--- config.mk ---
export PLATFORM = sky130hd
export DESIGN_NAME = can_acceptance_filter
export DESIGN_NICKNAME = d
export VERILOG_FILES = /design/src/rtl/canfilt_pkg.sv /design/src/rtl/canfilt_datapath.sv /design/src/rtl/canfilt_control.sv /design/src/rtl/can_acceptance_filter.sv
export SDC_FILE = /design/constraint.sdc
export NUM_CORES = 2
export LEC_CHECK = 0
export CAP_MARGIN = 40
export CORE_UTILIZATION = 25
export DETAILED_ROUTE_END_ITERATION = 7
export SLEW_MARGIN = 20
export SYNTH_ARGS = -nofsm -noshare
export SYNTH_HDL_FRONTEND = slang
export SYNTH_HIERARCHICAL = 1
export SYNTH_SLANG_ARGS = --single-unit
--- constraint.sdc ---
create_clock -name clk -period 5.2 [get_ports clk]
set_clock_uncertainty 0.05 [all_clocks]
set_input_delay 1.56 -clock clk [delete_from_list [all_inputs] [get_ports clk]]
set_output_delay 1.56 -clock clk [all_outputs]
set_load 0.02 [all_outputs]
--- src/rtl/canfilt_pkg.sv ---
package canfilt_pkg;
  localparam int unsigned IDX_W  = 4;
  localparam int unsigned STD_W  = 11;
  localparam int unsigned EXT_W  = 29;
  localparam int unsigned DLC_W  = 4;
  localparam int unsigned HOST_W = 32;

  // strobes from control to datapath
  typedef struct packed {
    logic             setRx;
    logic [IDX_W-1:0] rxIdx;
    logic             reqLoad;
    logic [IDX_W-1:0] reqIdx;
    logic             reqRemote;
  } strobe_t;
endpackage

--- src/rtl/canfilt_datapath.sv ---
module canfilt_datapath
  import canfilt_pkg::*;
#(
  parameter int unsigned NUM_OBJ = 15,
  parameter int unsigned ADDR_W  = 6
) (
  input  logic               clk,
  input  logic               rstN,
  input  logic               hostWrEn,
  input  logic [ADDR_W-1:0]  hostAddr,
  input  logic [HOST_W-1:0]  hostWrData,
  input  logic [EXT_W-1:0]   frmId,
  input  logic               frmExt,
  input  strobe_t            strobe,
  output logic [NUM_OBJ-1:0] hitVec,
  output logic [NUM_OBJ-1:0] objDirVec,
  output logic               trigValid,
  output logic [IDX_W-1:0]   trigIdx,
  output logic               trigRemote,
  output logic               txReqValid,
  output logic [IDX_W-1:0]   txReqIdx,
  output logic [EXT_W-1:0]   txReqId,
  output logic               txReqExt,
  output logic               txReqRemote,
  output logic [DLC_W-1:0]   txReqDlc,
  output logic [NUM_OBJ-1:0] rxStatus,
  output logic [NUM_OBJ-1:0] txStatus,
  output logic [NUM_OBJ-1:0] rxFlag,
  output logic [NUM_OBJ-1:0] txFlag,
  output logic               irq
);
  localparam int unsigned OBJ_BASE = 8;
  localparam logic [ADDR_W-1:0] A_STD   = ADDR_W'(0);
  localparam logic [ADDR_W-1:0] A_EXT   = ADDR_W'(1);
  localparam logic [ADDR_W-1:0] A_CLRRS = ADDR_W'(2);
  localparam logic [ADDR_W-1:0] A_CLRTS = ADDR_W'(3);
  localparam logic [ADDR_W-1:0] A_CLRRF = ADDR_W'(4);
  localparam logic [ADDR_W-1:0] A_CLRTF = ADDR_W'(5);
  localparam logic [ADDR_W-1:0] A_TRIG  = ADDR_W'(6);
  localparam logic [IDX_W-1:0]  LAST_IDX = IDX_W'(NUM_OBJ - 1);
  localparam logic [DLC_W-1:0]  DLC_MAX  = DLC_W'(8);

  function automatic logic [DLC_W-1:0] clampDlc(input logic [DLC_W-1:0] d);
    if (d == '0)     return DLC_W'(1);
    if (d > DLC_MAX) return DLC_MAX;
    return d;
  endfunction

  logic [STD_W-1:0]   stdMask;
  logic [EXT_W-1:0]   extMask;
  logic [EXT_W-1:0]   objId  [NUM_OBJ];
  logic [DLC_W-1:0]   objDlc [NUM_OBJ];
  logic [NUM_OBJ-1:0] objExt, objValid, objRxIe, objTxIe;

  always_ff @(posedge clk or negedge rstN) begin
    if (!rstN) begin
      stdMask <= '0;
      extMask <= '0;
    end else if (hostWrEn) begin
      if (hostAddr == A_STD) stdMask <= hostWrData[STD_W-1:0];
      if (hostAddr == A_EXT) extMask <= hostWrData[EXT_W-1:0];
    end
  end

  // per-object storage and comparator
  for (genvar g = 0; g < NUM_OBJ; g++) begin : g_obj
    localparam logic [ADDR_W-1:0] A_WA = ADDR_W'(OBJ_BASE + 2*g);
    localparam logic [ADDR_W-1:0] A_WB = ADDR_W'(OBJ_BASE + 2*g + 1);
    logic [EXT_W-1:0] idR;
    logic [DLC_W-1:0] dlcR;
    logic             extR, dirR, valR, rxIeR, txIeR;
    logic [EXT_W-1:0] diff;

    always_ff @(posedge clk or negedge rstN) begin
      if (!rstN) begin
        idR <= '0; extR <= 1'b0; dirR <= 1'b0; valR <= 1'b0;
        dlcR <= DLC_W'(1); rxIeR <= 1'b0; txIeR <= 1'b0;
      end else if (hostWrEn) begin
        if (hostAddr == A_WA) begin
          idR  <= hostWrData[EXT_W-1:0];
          extR <= hostWrData[EXT_W];
          dirR <= hostWrData[EXT_W+1];
          valR <= hostWrData[EXT_W+2];
        end
        if (hostAddr == A_WB) begin
          dlcR  <= clampDlc(hostWrData[DLC_W-1:0]);
          rxIeR <= hostWrData[DLC_W];
          txIeR <= hostWrData[DLC_W+1];
        end
      end
    end

    assign diff = frmId ^ idR;
    assign hitVec[g] = valR && (extR == frmExt) &&
                       (frmExt ? ((diff & ~extMask) == '0)
                               : ((diff[STD_W-1:0] & ~stdMask) == '0));
    assign objId[g]     = idR;
    assign objDlc[g]    = dlcR;
    assign objExt[g]    = extR;
    assign objDirVec[g] = dirR;
    assign objValid[g]  = valR;
    assign objRxIe[g]   = rxIeR;
    assign objTxIe[g]   = txIeR;
  end

  // host trigger decode
  assign trigIdx    = hostWrData[IDX_W-1:0];
  assign trigValid  = hostWrEn && (hostAddr == A_TRIG) && (trigIdx <= LAST_IDX) && objValid[trigIdx];
  assign trigRemote = !objDirVec[trigIdx];

  // status set and clear
  logic [NUM_OBJ-1:0] setRxVec, setTxVec;
  logic [NUM_OBJ-1:0] clrRs, clrTs, clrRf, clrTf;
  always_comb begin
    for (int k = 0; k < int'(NUM_OBJ); k++) begin
      setRxVec[k] = strobe.setRx   && (strobe.rxIdx  == IDX_W'(k));
      setTxVec[k] = strobe.reqLoad && (strobe.reqIdx == IDX_W'(k));
    end
    clrRs = (hostWrEn && hostAddr == A_CLRRS) ? hostWrData[NUM_OBJ-1:0] : '0;
    clrTs = (hostWrEn && hostAddr == A_CLRTS) ? hostWrData[NUM_OBJ-1:0] : '0;
    clrRf = (hostWrEn && hostAddr == A_CLRRF) ? hostWrData[NUM_OBJ-1:0] : '0;
    clrTf = (hostWrEn && hostAddr == A_CLRTF) ? hostWrData[NUM_OBJ-1:0] : '0;
  end

  always_ff @(posedge clk or negedge rstN) begin
    if (!rstN) begin
      rxStatus <= '0; txStatus <= '0; rxFlag <= '0; txFlag <= '0;
    end else begin
      rxStatus <= (rxStatus & ~clrRs) | setRxVec;
      txStatus <= (txStatus & ~clrTs) | setTxVec;
      rxFlag   <= (rxFlag   & ~clrRf) | setRxVec;
      txFlag   <= (txFlag   & ~clrTf) | setTxVec;
    end
  end

  // transmit request register
  always_ff @(posedge clk or negedge rstN) begin
    if (!rstN) begin
      txReqValid <= 1'b0; txReqIdx <= '0; txReqId <= '0;
      txReqExt <= 1'b0; txReqRemote <= 1'b0; txReqDlc <= '0;
    end else begin
      txReqValid <= strobe.reqLoad;
      if (strobe.reqLoad) begin
        txReqIdx    <= strobe.reqIdx;
        txReqId     <= objId[strobe.reqIdx];
        txReqExt    <= objExt[strobe.reqIdx];
        txReqRemote <= strobe.reqRemote;
        txReqDlc    <= objDlc[strobe.reqIdx];
      end
    end
  end

  assign irq = |((rxFlag & objRxIe) | (txFlag & objTxIe));
endmodule

--- src/rtl/canfilt_control.sv ---
module canfilt_control
  import canfilt_pkg::*;
#(
  parameter int unsigned NUM_OBJ = 15
) (
  input  logic               clk,
  input  logic               rstN,
  input  logic               frmValid,
  input  logic               frmRemote,
  input  logic [NUM_OBJ-1:0] hitVec,
  input  logic [NUM_OBJ-1:0] objDirVec,
  input  logic               trigValid,
  input  logic [IDX_W-1:0]   trigIdx,
  input  logic               trigRemote,
  output strobe_t            strobe,
  output logic               hitValid,
  output logic [IDX_W-1:0]   hitIdx,
  output logic               rejValid
);
  logic [IDX_W-1:0] winIdx;
  logic             anyHit, accept, autoReply, winDir;

  // lowest index wins
  always_comb begin
    winIdx = '0;
    for (int i = int'(NUM_OBJ) - 1; i >= 0; i--) begin
      if (hitVec[i]) winIdx = IDX_W'(i);
    end
  end

  assign anyHit    = |hitVec;
  assign winDir    = objDirVec[winIdx];
  assign accept    = frmValid && anyHit;
  assign autoReply = accept && frmRemote && winDir;

  always_comb begin
    strobe.setRx     = accept && !frmRemote && !winDir;
    strobe.rxIdx     = winIdx;
    strobe.reqLoad   = autoReply || trigValid;
    strobe.reqIdx    = autoReply ? winIdx : trigIdx;
    strobe.reqRemote = autoReply ? 1'b0 : trigRemote;
  end

  always_ff @(posedge clk or negedge rstN) begin
    if (!rstN) begin
      hitValid <= 1'b0;
      hitIdx   <= '0;
      rejValid <= 1'b0;
    end else begin
      hitValid <= accept;
      hitIdx   <= accept ? winIdx : '0;
      rejValid <= frmValid && !anyHit;
    end
  end
endmodule

--- src/rtl/can_acceptance_filter.sv ---
module can_acceptance_filter
  import canfilt_pkg::*;
#(
  parameter int unsigned NUM_OBJ = 15,
  parameter int unsigned ADDR_W  = 6
) (
  input  logic               clk,
  input  logic               rstN,
  input  logic               hostWrEn,
  input  logic [ADDR_W-1:0]  hostAddr,
  input  logic [HOST_W-1:0]  hostWrData,
  input  logic               frmValid,
  input  logic [EXT_W-1:0]   frmId,
  input  logic               frmExt,
  input  logic               frmRemote,
  output logic               hitValid,
  output logic [IDX_W-1:0]   hitIdx,
  output logic               rejValid,
  output logic               txReqValid,
  output logic [IDX_W-1:0]   txReqIdx,
  output logic [EXT_W-1:0]   txReqId,
  output logic               txReqExt,
  output logic               txReqRemote,
  output logic [DLC_W-1:0]   txReqDlc,
  output logic [NUM_OBJ-1:0] rxStatus,
  output logic [NUM_OBJ-1:0] txStatus,
  output logic [NUM_OBJ-1:0] rxFlag,
  output logic [NUM_OBJ-1:0] txFlag,
  output logic               irq
);
  strobe_t            strobe;
  logic [NUM_OBJ-1:0] hitVec, objDirVec;
  logic               trigValid, trigRemote;
  logic [IDX_W-1:0]   trigIdx;

  canfilt_datapath #(.NUM_OBJ(NUM_OBJ), .ADDR_W(ADDR_W)) u_dp (
    .clk(clk), .rstN(rstN),
    .hostWrEn(hostWrEn), .hostAddr(hostAddr), .hostWrData(hostWrData),
    .frmId(frmId), .frmExt(frmExt), .strobe(strobe),
    .hitVec(hitVec), .objDirVec(objDirVec),
    .trigValid(trigValid), .trigIdx(trigIdx), .trigRemote(trigRemote),
    .txReqValid(txReqValid), .txReqIdx(txReqIdx), .txReqId(txReqId),
    .txReqExt(txReqExt), .txReqRemote(txReqRemote), .txReqDlc(txReqDlc),
    .rxStatus(rxStatus), .txStatus(txStatus), .rxFlag(rxFlag), .txFlag(txFlag),
    .irq(irq)
  );

  canfilt_control #(.NUM_OBJ(NUM_OBJ)) u_ctl (
    .clk(clk), .rstN(rstN),
    .frmValid(frmValid), .frmRemote(frmRemote),
    .hitVec(hitVec), .objDirVec(objDirVec),
    .trigValid(trigValid), .trigIdx(trigIdx), .trigRemote(trigRemote),
    .strobe(strobe),
    .hitValid(hitValid), .hitIdx(hitIdx), .rejValid(rejValid)
  );
endmodule

After elaboration in Yosys (flattened, before gate mapping)
Cells that the tools add are included.
- flip-flop bits (word level): 716
- $lt $le $gt $ge: 6
- equality and inequality tests: 79
- muxes and demuxes: 160
- bitwise operators: 63
- reductions and logical operators: 146
- operators by type and width (kind ; number):
    29-bit AND ; 15
    29-bit logical NOT ; 15
    29-bit bitwise XOR ; 15
    4-bit two-way mux ; 51
    11-bit AND ; 15
    11-bit logical NOT ; 15
    29-bit binary-select mux with 4-bit select ; 1
    1-bit two-way mux ; 97
    6-bit by 5-bit == test with 1-bit output, second input constant ; 16
    15-bit AND ; 6
    15-bit OR ; 5
    1-bit logical AND ; 73
    2-bit AND reduction ; 32
    15-bit two-way mux ; 4
    15-bit inverter ; 4
    29-bit two-way mux ; 2
    4-bit == test, second input constant ; 14
    6-bit by 4-bit == test with 1-bit output, second input constant ; 8
    6-bit == test, second input constant ; 6
    4-bit by 3-bit == test with 1-bit output, second input constant ; 8
    15-bit OR reduction ; 2
    29-bit inverter ; 1
    6-bit by 3-bit == test with 1-bit output, second input constant ; 3
    1-bit binary-select mux with 4-bit select ; 4
    other kinds (16) ; 42

Depth between registers and ports, before layout
- depth after elaboration: 28
- gate-level depth with buffers: 26
- gate-level depth less buffers: 19

By module
Netlist, hierarchy kept.
- by module, submodules not included (module ; instances ; cells an instance ; area an instance (um^2) ; seq. area each (um^2)):
    canfilt_datapath ; 1 ; 3163 ; 38563.2 ; 17785.8
    canfilt_control ; 1 ; 94 ; 772.0 ; 150.1

Least setup slack after synthesis
Ideal clock, no wire load.
- path type: input to register
- start point: input frmId[8]
- end point: register u_dp.txReqId[10]
- setup time: 0.125 ns
- data arrival time: 6.627 ns
- data required time: 5.025 ns
- slack: -1.602 ns
- stages on the path: 23
- buffers on the path: 5
- cells stage by stage: clkbuf_1 -> buf_2 -> xnor2_1 -> o22ai_1 -> nor4_1 -> nand4_1 -> a21oi_1 -> inv_2 -> a2111oi_4 -> a21oi_2 -> o21ai_4 -> inv_2 -> mux2_4 -> a211oi_4 -> a31oi_4 -> mux2_4 -> buf_2 -> buf_4 -> clkbuf_1 -> mux4_2 -> a22o_1 -> a221o_1 -> mux2_4
- RTL lines (what ; line ; RTL):
    start: declaration ; can_acceptance_filter.sv:13 ; input logic [EXT_W-1:0] frmId,
    end signal: assignment ; canfilt_datapath.sv:145 ; txReqId <= objId[strobe.reqIdx];
    end: declaration ; canfilt_datapath.sv:22 ; output logic [EXT_W-1:0] txReqId,

==> metrics <==
status finished with violations; failing checks negative setup slack; synth warn 6; Logic pwr share 0.311; Bufs and invs on worst path 7; hold-fix buffers at CTS 0; most frequent cells in the layout buf_4, dfrtp_1, mux2_2; CP Class input pin to flip-flop; min-delay worst type flip-flop to flip-flop; Pwr Density 330 mW/mm^2; 1st-iter DRT viols 3210; placed cell areas 0.0507 mm^2; Final setup viols 71; minimum hold slack ~0.43 ns; Syn Inst Count around 3.3k; DRC 0; clock sinks around 720; Final Hold Viols 0; area occupied by multi-input gates 0.0234 mm^2; CP required 5.75 ns; Synth Net Count 3330; dpl hpwl 133 mm; Max-Slew Margin vs Limit 0.330; Global Route met2 Usage 0.357; final worst setup slack -0.960 ns; Max stage delay on crit path 0.45 ns; Leak 26.1 nW; sequential cell area fraction in the yosys report 0.456; NetSw approximately 0.0063 W; Clock power frac 0.329; Synth cell types 67; CP max stage cell mux2_8; final wirelength 188 mm; Internal 0.0130 W; Worst Path Arrival between 6 and 7 ns; WL per Instance 29.6 um; placed insts 6099; fmax 162 MHz; Max-cap violations 0; Tot GR Track Use 0.230; Clock Pin Slew Worst Setup and Hold Paths roughly 0.060 ns; Site Rows 145; die span in y 399 um; die width 399 um; Peak supply drop 261 uV; Seq cells post-synth 716; Worst Path Max Fanout 8; Die ar. approximately 0.16 mm^2; Tmin final around 6 ns; GPL Wtd Cong 1.03; nets 4314; EDFF count, synth 0; GRT met3 Usage 0.0478; Finished Cell Area 0.0586 mm^2; part of the cycle the worst path needs 1.18; Clk Latency, worst-skew pair 0.72 ns; io pins between 150 and 200; crit-path cells buf_12 -> buf_12 -> buf_8 -> xnor2_4 -> o22ai_4 -> nor4_2 -> buf_4 -> nand4_1 -> a21oi_2 -> nor2b_4 -> o21ai_4 -> a21oi_4 -> o211ai_1 -> a2111oi_2 -> buf_4 -> a211oi_4 -> a31oi_4 -> mux2_8 -> buf_12 -> buf_16 -> mux4_2 -> a22o_1 -> a221o_1 -> mux2_4; Synth Flop Type dfrtp_1; GR peak layer met2; via count between 30k and 40k; Root Buffer clkbuf_16; critical path startpoint category input pin; H-Tree Depth 3; most frequent cell on the critical path buf_12; CP delay by family, top compound AO/OA/AOI/OAI gates; first-pass GRT wire length ~260 mm; CTS tree done; Non-Filler Instances 6368; RSZ-0062 raised after global routing true; Syn Area/Cell 12.1 um^2; drt via density roughly 5.2; Fillers 14.8k; post-route antenna net violation count 0; fin. max-slew vios 0; worst-margin pin slew 1.01 ns; sequential cell area 0.0179 mm^2; ys async rst share 1.00; Critical Path End Type flip-flop; Pre-antenna DRT Iters 5; utilization after layout 0.375; Clock Tree Buf Depth 3; Synth Cell Area 0.0393 mm^2; via count of the first global-routing pass around 34k; Port Buffers between 150 and 200; Initial Util 0.252; met1 Usage GRT 0.305; commonest non-fill, non-tap cell in the layout buf_4; CORE AREA about 0.16 mm^2; CTS Buf Count 85; Switching Fraction 0.327; gr ovfl total 0; layout cells sized above 1 0.540; Area growth syn-to-layout 48.9%; initial antenna violation count 12; largest net degree at the start of global routing 94; Flop pwr share 0.359
## cell type report
| class | instances | share of cell area |
|---|---|---|
| Multi-Input combinational cell | 2191 | 0.399 |
| Sequential cell | 716 | 0.306 |
| Timing Repair Buffer | 1235 | 0.201 |
| Tap cell | 2058 | 0.0439 |
| Clock buffer | 114 | 0.0413 |
| Clock inverter | 40 | 0.00841 |
| Inverter | 12 | 0.000812 |
| Antenna cell | 2 | 0.0000854 |
## kinds of logic after synthesis
group,share of synthesized area
multiplexers,0.259
AND/OR/NAND/NOR,0.0514
buffers and inverters,0.0407
XOR/XNOR,0.0969
AO/OA/AOI/OAI,0.0964
flip-flops,0.456
## metal layers
metal	wire (um)	share of wire
met5	68	0.00036
met4	10100	0.053
met3	15900	0.085
met2	84700	0.45
met1	77600	0.41
## through the flow
stage               TNS (ns)  total power [W]  setup slack (ns)
floorplan             -53.69          0.00911             -1.02
global placement     -195.59           0.0120             -2.60
detailed placement   -192.47           0.0120             -2.60
CTS                   -42.75           0.0189            -0.890
global route          -54.80           0.0199             -1.05
finish                -48.83           0.0193            -0.960
## Yosys cell counts (all sizes together), types with 3 or more instances
cell    count  share of area
clkbuf    196          0.019
buf       146          0.021
nor4       67          0.011
a21o       61          0.012
xnor2     435          0.097
nand3b      5        0.00095
mux2i      37         0.0094
nor3b       4         0.0010
and2        4        0.00064
nand2b     13         0.0021
o21ai      51         0.0068
mux2      640           0.19
mux4      110          0.063
a22o       30         0.0067
a21oi      24         0.0031
a32oi      14         0.0031
nor2b      10         0.0016
o22ai     285          0.045
nor3       32         0.0043
nand3      14         0.0018
o211ai     22         0.0042
inv        12         0.0011
a221o      29         0.0074
a22oi      18         0.0034
dfstp      15          0.010
dfrtp     701           0.45
nor2      100         0.0097
nand2     136          0.013
nand4      17         0.0027
or3b        3        0.00073
## registers in the layout, indices dropped and copies added, names as in the netlist, 29 cells and up
register and flops:
u_dp/g_obj.idR 435, u_dp/g_obj.dlcR 60, u_dp/extMask 29, u_dp/txReqId 29
## worst paths after layout
kind | startpoint | end | slack [ns] | depth (start not counted)
max in group asynchronous | rstN | u_dp/g_obj[3].idR[13] | 3.06 | 2
min in group asynchronous | rstN | u_dp/txStatus[5] | 0.84 | 1
setup reg to reg | u_dp/extMask[3] | u_dp/txReqId[21] | -0.39 | 22
hold reg to reg | u_dp/rxStatus[10] | u_dp/rxStatus[10] | 0.43 | 1
setup / recovery | frmId[9] | u_dp/txReqId[24] | -0.96 | 24
hold / removal | u_dp/rxStatus[10] | u_dp/rxStatus[10] | 0.43 | 1
## power by group through the flow
stage               sequential (W)  clock, W  combinational [W]
floorplan                  0.00675         0            0.00236
global placement           0.00690         0            0.00511
detailed placement         0.00692         0            0.00513
CTS                        0.00689   0.00644            0.00559
global route               0.00701   0.00667            0.00620
finish                     0.00695   0.00636            0.00602
## repair_timing
action                                  CTS  global route
gates resized for setup                 426           275
endpoints found under the setup margin  100            92
pin swaps                                98           106
cloned                                   17            13
setup buffers                            64            37
Power figures use the tool's default switching activity.
